$ cat config.mk
export PLATFORM = sky130hd
export DESIGN_NAME = status_regs
export DESIGN_NICKNAME = d
export VERILOG_FILES = /design/src/rtl/status_pkg.sv /design/src/rtl/status_ctrl.sv /design/src/rtl/status_data.sv /design/src/rtl/status_regs.sv
export SDC_FILE = /design/constraint.sdc
export NUM_CORES = 1
export LEC_CHECK = 0
export BUFFER_PORTS_ARGS = -buffer_cell sky130_fd_sc_hd__buf_2
export CAP_MARGIN = 15
export CORE_MARGIN = 2
export CORE_UTILIZATION = 45
export CTS_BUF_LIST = sky130_fd_sc_hd__clkbuf_2 sky130_fd_sc_hd__clkbuf_4 sky130_fd_sc_hd__clkbuf_8
export DETAILED_ROUTE_END_ITERATION = 12
export PLACE_DENSITY = 0.81
export SYNTH_ARGS = -nofsm -noshare
export SYNTH_HDL_FRONTEND = slang
export SYNTH_SLANG_ARGS = --single-unit
$ cat constraint.sdc
create_clock -name clk -period 2.4 [get_ports clk]
set_input_delay 0.36 -clock clk [delete_from_list [all_inputs] [get_ports clk]]
set_output_delay 0.36 -clock clk [all_outputs]
set_load 0.01 [all_outputs]
$ cat src/rtl/status_pkg.sv
package status_pkg;
  localparam int WORD_W  = 32;
  localparam int FLAG_W  = 4;
  localparam int MODE_W  = 5;
  localparam int FLAG_LO = WORD_W - FLAG_W;
  localparam int IRQ_POS = 7;
  localparam int FIQ_POS = 6;
  localparam int RSV_W   = FLAG_LO - IRQ_POS - 1;

  localparam logic [MODE_W-1:0] MODE_SVC26 = 5'b00011;
  localparam logic [MODE_W-1:0] MODE_USR32 = 5'b10000;

  typedef struct packed {
    logic curFlagWe;
    logic curCtrlWe;
    logic savFlagWe;
    logic savCtrlWe;
    logic savCopy;
    logic rdBlock;
    logic errNow;
  } psrStrobe_t;

  function automatic logic isLegalMode(input logic [MODE_W-1:0] m);
    case (m)
      5'b00000, 5'b00001, 5'b00010, 5'b00011,
      5'b10000, 5'b10001, 5'b10010, 5'b10011,
      5'b10111, 5'b11011: isLegalMode = 1'b1;
      default:            isLegalMode = 1'b0;
    endcase
  endfunction

  function automatic logic [WORD_W-1:0] packWord(
    input logic [FLAG_W-1:0] f, input logic i, input logic q,
    input logic [MODE_W-1:0] m);
    packWord = {f, {RSV_W{1'b0}}, i, q, 1'b0, m};
  endfunction
endpackage

$ cat src/rtl/status_ctrl.sv
module status_ctrl
  import status_pkg::*;
(
  input  logic              clk,
  input  logic              rstN,
  input  logic              wrEn,
  input  logic              wrFlagsOnly,
  input  logic              wrSaved,
  input  logic [MODE_W-1:0] wrMode,
  input  logic              rdEn,
  input  logic              rdSaved,
  input  logic              saveStb,
  input  logic [MODE_W-1:0] curMode,
  output psrStrobe_t        stb,
  output logic              accErr
);
  logic user32;
  logic reqCur;
  logic reqSav;

  assign user32 = (curMode == MODE_USR32);
  assign reqCur = wrEn && !wrSaved;
  assign reqSav = wrEn && wrSaved;

  always_comb begin
    stb.curFlagWe = reqCur;
    stb.curCtrlWe = reqCur && !wrFlagsOnly && !user32;
    stb.savFlagWe = reqSav && !user32;
    stb.savCtrlWe = reqSav && !user32 && !wrFlagsOnly;
    stb.savCopy   = saveStb && !(reqSav && !user32);
    stb.rdBlock   = rdEn && rdSaved && user32;
    stb.errNow    = (rdEn && rdSaved && user32) || (reqSav && user32) ||
                    (wrEn && !wrFlagsOnly && !user32 && !isLegalMode(wrMode));
  end

  always_ff @(posedge clk) begin
    if (!rstN) accErr <= 1'b0;
    else       accErr <= stb.errNow;
  end

  // a refused saved-word access shows up on the error output one cycle later
  a_r7_err_follows: assert property (@(posedge clk) disable iff (!rstN)
    (rdEn && rdSaved && curMode == MODE_USR32) |=> accErr);

  // a full write in 32-bit user mode is never reported as an error
  a_r4_no_user_err: assert property (@(posedge clk) disable iff (!rstN)
    (wrEn && !wrSaved && !rdEn && curMode == MODE_USR32) |=> !accErr);
endmodule

$ cat src/rtl/status_data.sv
module status_data
  import status_pkg::*;
(
  input  logic              clk,
  input  logic              rstN,
  input  psrStrobe_t        stb,
  input  logic [WORD_W-1:0] wrData,
  input  logic              rdSaved,
  output logic [WORD_W-1:0] rdData,
  output logic [FLAG_W-1:0] curFlags,
  output logic              curIrq,
  output logic              curFiq,
  output logic [MODE_W-1:0] curMode
);
  logic [FLAG_W-1:0] savFlags;
  logic              savIrq;
  logic              savFiq;
  logic [MODE_W-1:0] savMode;
  logic [WORD_W-1:0] curWord;
  logic [WORD_W-1:0] savWord;
  logic              newModeOk;
  logic              unusedWrBits;

  assign newModeOk    = isLegalMode(wrData[MODE_W-1:0]);
  assign unusedWrBits = ^{wrData[FLAG_LO-1:IRQ_POS+1], wrData[MODE_W]};
  assign curWord      = packWord(curFlags, curIrq, curFiq, curMode);
  assign savWord      = packWord(savFlags, savIrq, savFiq, savMode);

  always_ff @(posedge clk) begin
    if (!rstN) begin
      curFlags <= '0;
      curIrq   <= 1'b1;
      curFiq   <= 1'b1;
      curMode  <= MODE_SVC26;
    end else begin
      if (stb.curFlagWe) curFlags <= wrData[WORD_W-1:FLAG_LO];
      if (stb.curCtrlWe) begin
        curIrq <= wrData[IRQ_POS];
        curFiq <= wrData[FIQ_POS];
        if (newModeOk) curMode <= wrData[MODE_W-1:0];
      end
    end
  end

  always_ff @(posedge clk) begin
    if (!rstN) begin
      savFlags <= '0;
      savIrq   <= 1'b0;
      savFiq   <= 1'b0;
      savMode  <= '0;
    end else if (stb.savFlagWe) begin
      savFlags <= wrData[WORD_W-1:FLAG_LO];
      if (stb.savCtrlWe) begin
        savIrq <= wrData[IRQ_POS];
        savFiq <= wrData[FIQ_POS];
        if (newModeOk) savMode <= wrData[MODE_W-1:0];
      end
    end else if (stb.savCopy) begin
      savFlags <= curFlags;
      savIrq   <= curIrq;
      savFiq   <= curFiq;
      savMode  <= curMode;
    end
  end

  always_comb begin
    if (stb.rdBlock)  rdData = '0;
    else if (rdSaved) rdData = savWord;
    else              rdData = curWord;
  end

  // the mode register only ever holds a recognised code
  a_r9_mode_legal: assert property (@(posedge clk) disable iff (!rstN)
    isLegalMode(curMode));

  // once in 32-bit user mode the control bits of the current word stay put
  a_r4_user_locked: assert property (@(posedge clk) disable iff (!rstN)
    (curMode == MODE_USR32) |=> (curMode == MODE_USR32) && $stable(curIrq) && $stable(curFiq));

  // a save strobe captures the pre-edge current word
  a_r8_copy: assert property (@(posedge clk) disable iff (!rstN)
    stb.savCopy |=> (savWord == $past(curWord)));

  // a flags-only write leaves the control bits alone
  a_r2_ctrl_kept: assert property (@(posedge clk) disable iff (!rstN)
    (stb.curFlagWe && !stb.curCtrlWe) |=> $stable(curMode) && $stable(curIrq) && $stable(curFiq));

  // in 32-bit user mode the saved word is altered only by a save strobe
  a_r7_saved_hold: assert property (@(posedge clk) disable iff (!rstN)
    (curMode == MODE_USR32 && !stb.savCopy) |=> $stable(savWord));
endmodule

$ cat src/rtl/status_regs.sv
module status_regs
  import status_pkg::*;
(
  input  logic        clk,
  input  logic        rstN,
  input  logic        wrEn,
  input  logic        wrFlagsOnly,
  input  logic        wrSaved,
  input  logic [31:0] wrData,
  input  logic        rdEn,
  input  logic        rdSaved,
  input  logic        saveStb,
  output logic [31:0] rdData,
  output logic [3:0]  flags,
  output logic        irqMask,
  output logic        fiqMask,
  output logic [4:0]  mode,
  output logic        accErr
);
  psrStrobe_t stb;

  status_ctrl uCtrl (
    .clk         (clk),
    .rstN        (rstN),
    .wrEn        (wrEn),
    .wrFlagsOnly (wrFlagsOnly),
    .wrSaved     (wrSaved),
    .wrMode      (wrData[MODE_W-1:0]),
    .rdEn        (rdEn),
    .rdSaved     (rdSaved),
    .saveStb     (saveStb),
    .curMode     (mode),
    .stb         (stb),
    .accErr      (accErr)
  );

  status_data uData (
    .clk      (clk),
    .rstN     (rstN),
    .stb      (stb),
    .wrData   (wrData),
    .rdSaved  (rdSaved),
    .rdData   (rdData),
    .curFlags (flags),
    .curIrq   (irqMask),
    .curFiq   (fiqMask),
    .curMode  (mode)
  );

  // reserved positions never carry a one
  a_r5_reserved_zero: assert property (@(posedge clk) disable iff (!rstN)
    (rdData[FLAG_LO-1:IRQ_POS+1] == '0) && !rdData[MODE_W]);

  // a blocked saved-word read returns zero
  a_r7_blocked_read: assert property (@(posedge clk) disable iff (!rstN)
    (rdEn && rdSaved && mode == MODE_USR32) |-> (rdData == '0));
endmodule

# == Word-level counts from Yosys, hierarchy flattened ==
# Memory sizes are Yosys's and may differ from the RTL's.
# Cells that the tools add are included.
# totals
reg_bits,23
romBits,64
input_bits,40
output_inout_bits,44
word_cells,52
n_memories,2
# mem_list
memory,words,word_bits,rd,rd_clocked_by_memory_dff,write_ports,line,text
(no name shown),32,1,1,0,0,status_pkg.sv:24,case (m)
(no name shown),32,1,1,0,0,status_pkg.sv:24,
# classes
n_eq_ne,3
mux,14
n_reduce_logical,24
# ops
op,count
32-bit 2-to-1 mux,2
5-bit 2-to-1 mux,4
1-bit logical AND,13
4-bit 2-to-1 mux,2
1-bit 2-to-1 mux,6
5-bit == test (second input constant),1
1-bit zero test,5
2-bit AND reduction,2
3-bit AND reduction,1
1-bit logical OR,2
2-bit by 1-bit != test with 1-bit output (second input constant),1
2-bit != test (second input constant),1
2-bit nonzero test,1

# == Logic depth before layout (Yosys ltp) ==
# logic_depth
word_depth,7
depth_mapped,5
ltp_nobuf,4

# == By module ==
# A second synthesis with hierarchy kept.
# unflattened
cells_unflattened,181
hier_area_um2,1571.5
# modules_own_cells
mod,n_inst,cells_per_inst,area_per_inst_um2,seq_area_each_um2
status_data,1,161,1427.6,440.4
status_ctrl,1,20,143.9,20.0

# == Worst setup path after synthesis ==
# OpenSTA, ideal clock, no wires.
# synth_timing
kind,flip-flop to output port
from,register uData.curMode[3]
to,output port rdData[0]
arrival_ns,1.417
required_ns,2.040
path_slack_ns,0.623
stages_incl_launch_ff,6
n_path_buf,1
cell_sequence,dfxtp_1 -> nor4_4 -> nand2_2 -> nor2_1 -> buf_2 -> nor2_1
# synth_via
elab_chain_cells,3
# synth_lines
element,line,text
"start, declared",status_data.sv:13,output logic [MODE_W-1:0] curMode
"start signal, assigned",status_data.sv:40,if (newModeOk) curMode <= wrData[MODE_W-1:0];
5-bit == test,status_ctrl.sv:21,assign user32 = (curMode == MODE_USR32);
1-bit logical AND,status_ctrl.sv:31,stb.rdBlock = rdEn && rdSaved && user32;
32-bit 2-to-1 mux,status_data.sv:67,if (stb.rdBlock) rdData = '0;
"end, declared",status_regs.sv:13,"output logic [31:0] rdData,"
# No other way between the ends.

# == Worst setup path in the final report ==
# layout_timing
from,register uData.curMode[0]
to,output port rdData[28]
# The elaborated chain is that of the path after synthesis.

==> impl_metrics.py <==
metrics = {
    "placed_design": {
        "placement.io_buffers": 41,
        "gpl.final_weighted_congestion": 0.861,
        "dpl.hpwl_um": 2440,
        "dp.cells": 259,
    },
    "logic_synthesis": {
        "synth.avg_cell_area_sq_um": 8.24,
        "syn_area_sq_um": 1490,
        "synth-seq-cells": 23,
        "yosys_most_used_dff": "dfxtp_1",
        "synth.lib_cells_used.distinct": 31,
        "synthesis.instances": 181,
        "ys_seq_area_share_pct": 30.9,
        "async_flop_share_pct": 0,
        "edff_count_synth": 0,
        "synth_warnings": 0,
    },
    "clock_network": {
        "cts_post_setup_buffers_inserted": 0,
        "numCtsBuffers": 3,
        "clockBufferDepth": 2,
        "cts_tree": "built",
        "post_cts_resize_count": 0,
        "hold_fix_buffer_count_after_cts": 0,
        "cts_max_level": 1,
        "clock_sinks": 23,
        "cts.clk_slew.worst_paths_ns": 0.13,
        "insertion_delay_ns": 0.31,
        "clock_tree.root_cell": "clkbuf_4",
    },
    "run": {
        "max_cap_violations": 0,
    },
    "global_route": {
        "grt_first_pass_wirelength_um": 5090,
        "grt_pass1_vias": 1135,
        "antenna_found_initial": 0,
        "grt_max_degree": 18,
        "groute.usage.overall_pct": 17.7,
        "grt_overflow_total": 0,
    },
    "drt": {
        "antenna_left": 0,
        "wirelength_met1_um": 1470,
        "top_layer": "met4",
        "avgViaCountPerCell": 5.14,
        "routed-wl-met2_um": 1560,
        "finalWirelength_um": 3260,
        "detail_route.iter0.violations": 43,
        "wire_per_inst_um": 12.4,
        "via_count": 1353,
        "met3_wirelength_um": 206,
        "drt-pass1-iter-count": 4,
        "drc_errors": 0,
    },
    "power_and_ir_drop": {
        "leakage_component_of_the_power_nw": 0.816,
        "total_power_mw": 0.771,
        "vdd_ir_drop_max_uv": 283,
        "power.density_nw_per_um2": 460,
    },
    "critical_path": {
        "crit_path_required_time_ns": 2.04,
        "reg2reg_setup_slack_ns": 0.47,
        "worstSetupStartpointType": "register",
        "cp_data_arrival_time_ns": 1.70,
        "critical_path_class": "register to primary output",
        "worst_setup_path_end_kind": "primary output",
        "critPathMaxFanout": 11,
    },
    "final_layout": {
        "layout-drive-gt1-share_pct": 24.2,
        "numnets_final": 260,
        "utilization_pct": 54.0,
        "area.sequential_sq_um": 460,
        "fill_cells": 302,
        "layout.cells.non_filler": 263,
        "areaGrowthSynthToFinish_pct": 12.4,
        "multi_input_area_sq_um": 898,
        "diodes": 0,
    },
    "hold_path": {
        "hp-class": "primary input to register",
    },
    "timing": {
        "post_layout_min_period_ns": 2.06,
        "setup_total_negative_slack_ns": 0,
        "tightest_slew_ns": 0.521,
        "grt_setup_unrepaired": "no",
        "max_freq_ghz": 0.485,
        "clock-skew-final_ns": 0.00584,
        "timing.max_slew.rel_slack_pct": 64.8,
        "final-max-slew-violation-count": 0,
        "final_min_period_over_clock_period_pct": 86.0,
        "setup_viol": 0,
        "hold_viol": 0,
    },
    "floorplanning": {
        "die_area_sq_um": 3790,
        "floorplan.initialDensity_pct": 48.1,
        "die_w_um": 61.6,
        "placeableCoreArea_sq_um": 3100,
        "io_pins": 84,
        "rows": 20,
        "die_y_um": 61.6,
    },
    "run_status": {
        "status": "finished, final reports clean",
    },
}
[worst max-delay path: stages, from the launching register on]
cell and delay [ns]:
dfxtp_1 0.41, nor4_4 0.31, nand2_2 0.15, nor2_1 0.14, buf_4 0.18, nor2_1 0.06, buf_2 0.13
[worst paths after layout]
kind	start	end	cells past startpoint
worst max-delay path	uData.curMode[0]$_SDFFE_PN1P_	rdData[28]	6
worst min-delay path	wrData[7]	uData.curIrq$_SDFFE_PN1P_	3
worst max register to register	uData.curMode[0]$_SDFFE_PN1P_	uData.savMode[4]$_SDFFE_PN0P_	4
worst min register to register	uData.savMode[1]$_SDFFE_PN0P_	uData.savMode[1]$_SDFFE_PN0P_	2
[per-stage QoR]
stage               hold slack, ns  worst slack [ns]  instance area (sq um)
detailed placement           0.459             0.492                   1650
global route                 0.280             0.212                   1680
global placement             0.445             0.521                   1650
finish                       0.264             0.337                   1680
floorplan                    0.438             0.623                   1570
CTS                          0.273             0.319                   1680
[routing by layer]
layer  vias up  GRT usage (%)
met3         2           1.89
li1        676              -
met5         -              0
met2        59           29.0
met1       616           24.5
met4         0           5.47
[registers in the layout, summed over array words and instances, names as in the netlist]
register and count:
uData.curMode 5, uData.savMode 5, uData.curFlags 4, uData.savFlags 4, uCtrl.accErr 1, uData.curFiq 1, uData.curIrq 1, uData.savFiq 1
uData.savIrq 1
[kinds of logic (layout without fill, tap and decap cells)]
group / after synthesis / in the layout / share of synthesized area, %
compound gates: 37 / 37 / 18.1
buf+inv: 33 / 51 / 13.9
simple gates: 62 / 62 / 20.0
other cells: 1 / 21 / 0.251
mux: 25 / 25 / 16.9
flops: 23 / 23 / 30.9
[power by group]
part / switching, mW / total (mW) / internal [mW]
sequential: 0.0161 / 0.418 / 0.402
combinational: 0.104 / 0.172 / 0.0676
clock: 0.119 / 0.182 / 0.0623
total: 0.240 / 0.771 / 0.532
[cell usage after synthesis, types with 2 or more instances]
cell | count | area share [%]
a211oi_1 | 4 | 2.0
buf_4 | 22 | 11
nor2_1 | 22 | 5.5
clkbuf_1 | 4 | 1.0
a21oi_1 | 10 | 3.4
mux2i_1 | 24 | 16
and2_1 | 6 | 2.5
dfxtp_1 | 23 | 31
o21ai_0 | 10 | 3.4
nand3_1 | 13 | 4.4
nand2_1 | 16 | 4.0
buf_1 | 2 | 0.50
a31oi_1 | 2 | 0.84
o311ai_0 | 2 | 1.2
o2111ai_1 | 2 | 1.2
inv_1 | 4 | 1.0
[layout make-up]
class	count	area share (%)
clock buffers	3	1.34
clock inverters	1	0.299
inverters	4	0.896
multi-input cells	145	53.6
flip-flops and latches	23	27.5
well taps	44	3.28
repair buffers	43	13.1
[cells in the final DEF (no fill, tap or decap), drive strengths merged, types with 2 or more instances in the layout]
cell type,count
a31oi,2
nand3,13
inv,4
clkbuf,3
nor2,22
o21ai,11
conb,21
a211oi,5
dfxtp,23
o2111ai,2
mux2i,24
buf,43
o311ai,2
and2,6
nand2,17
a21oi,10
(Power assumes the default switching activity.)
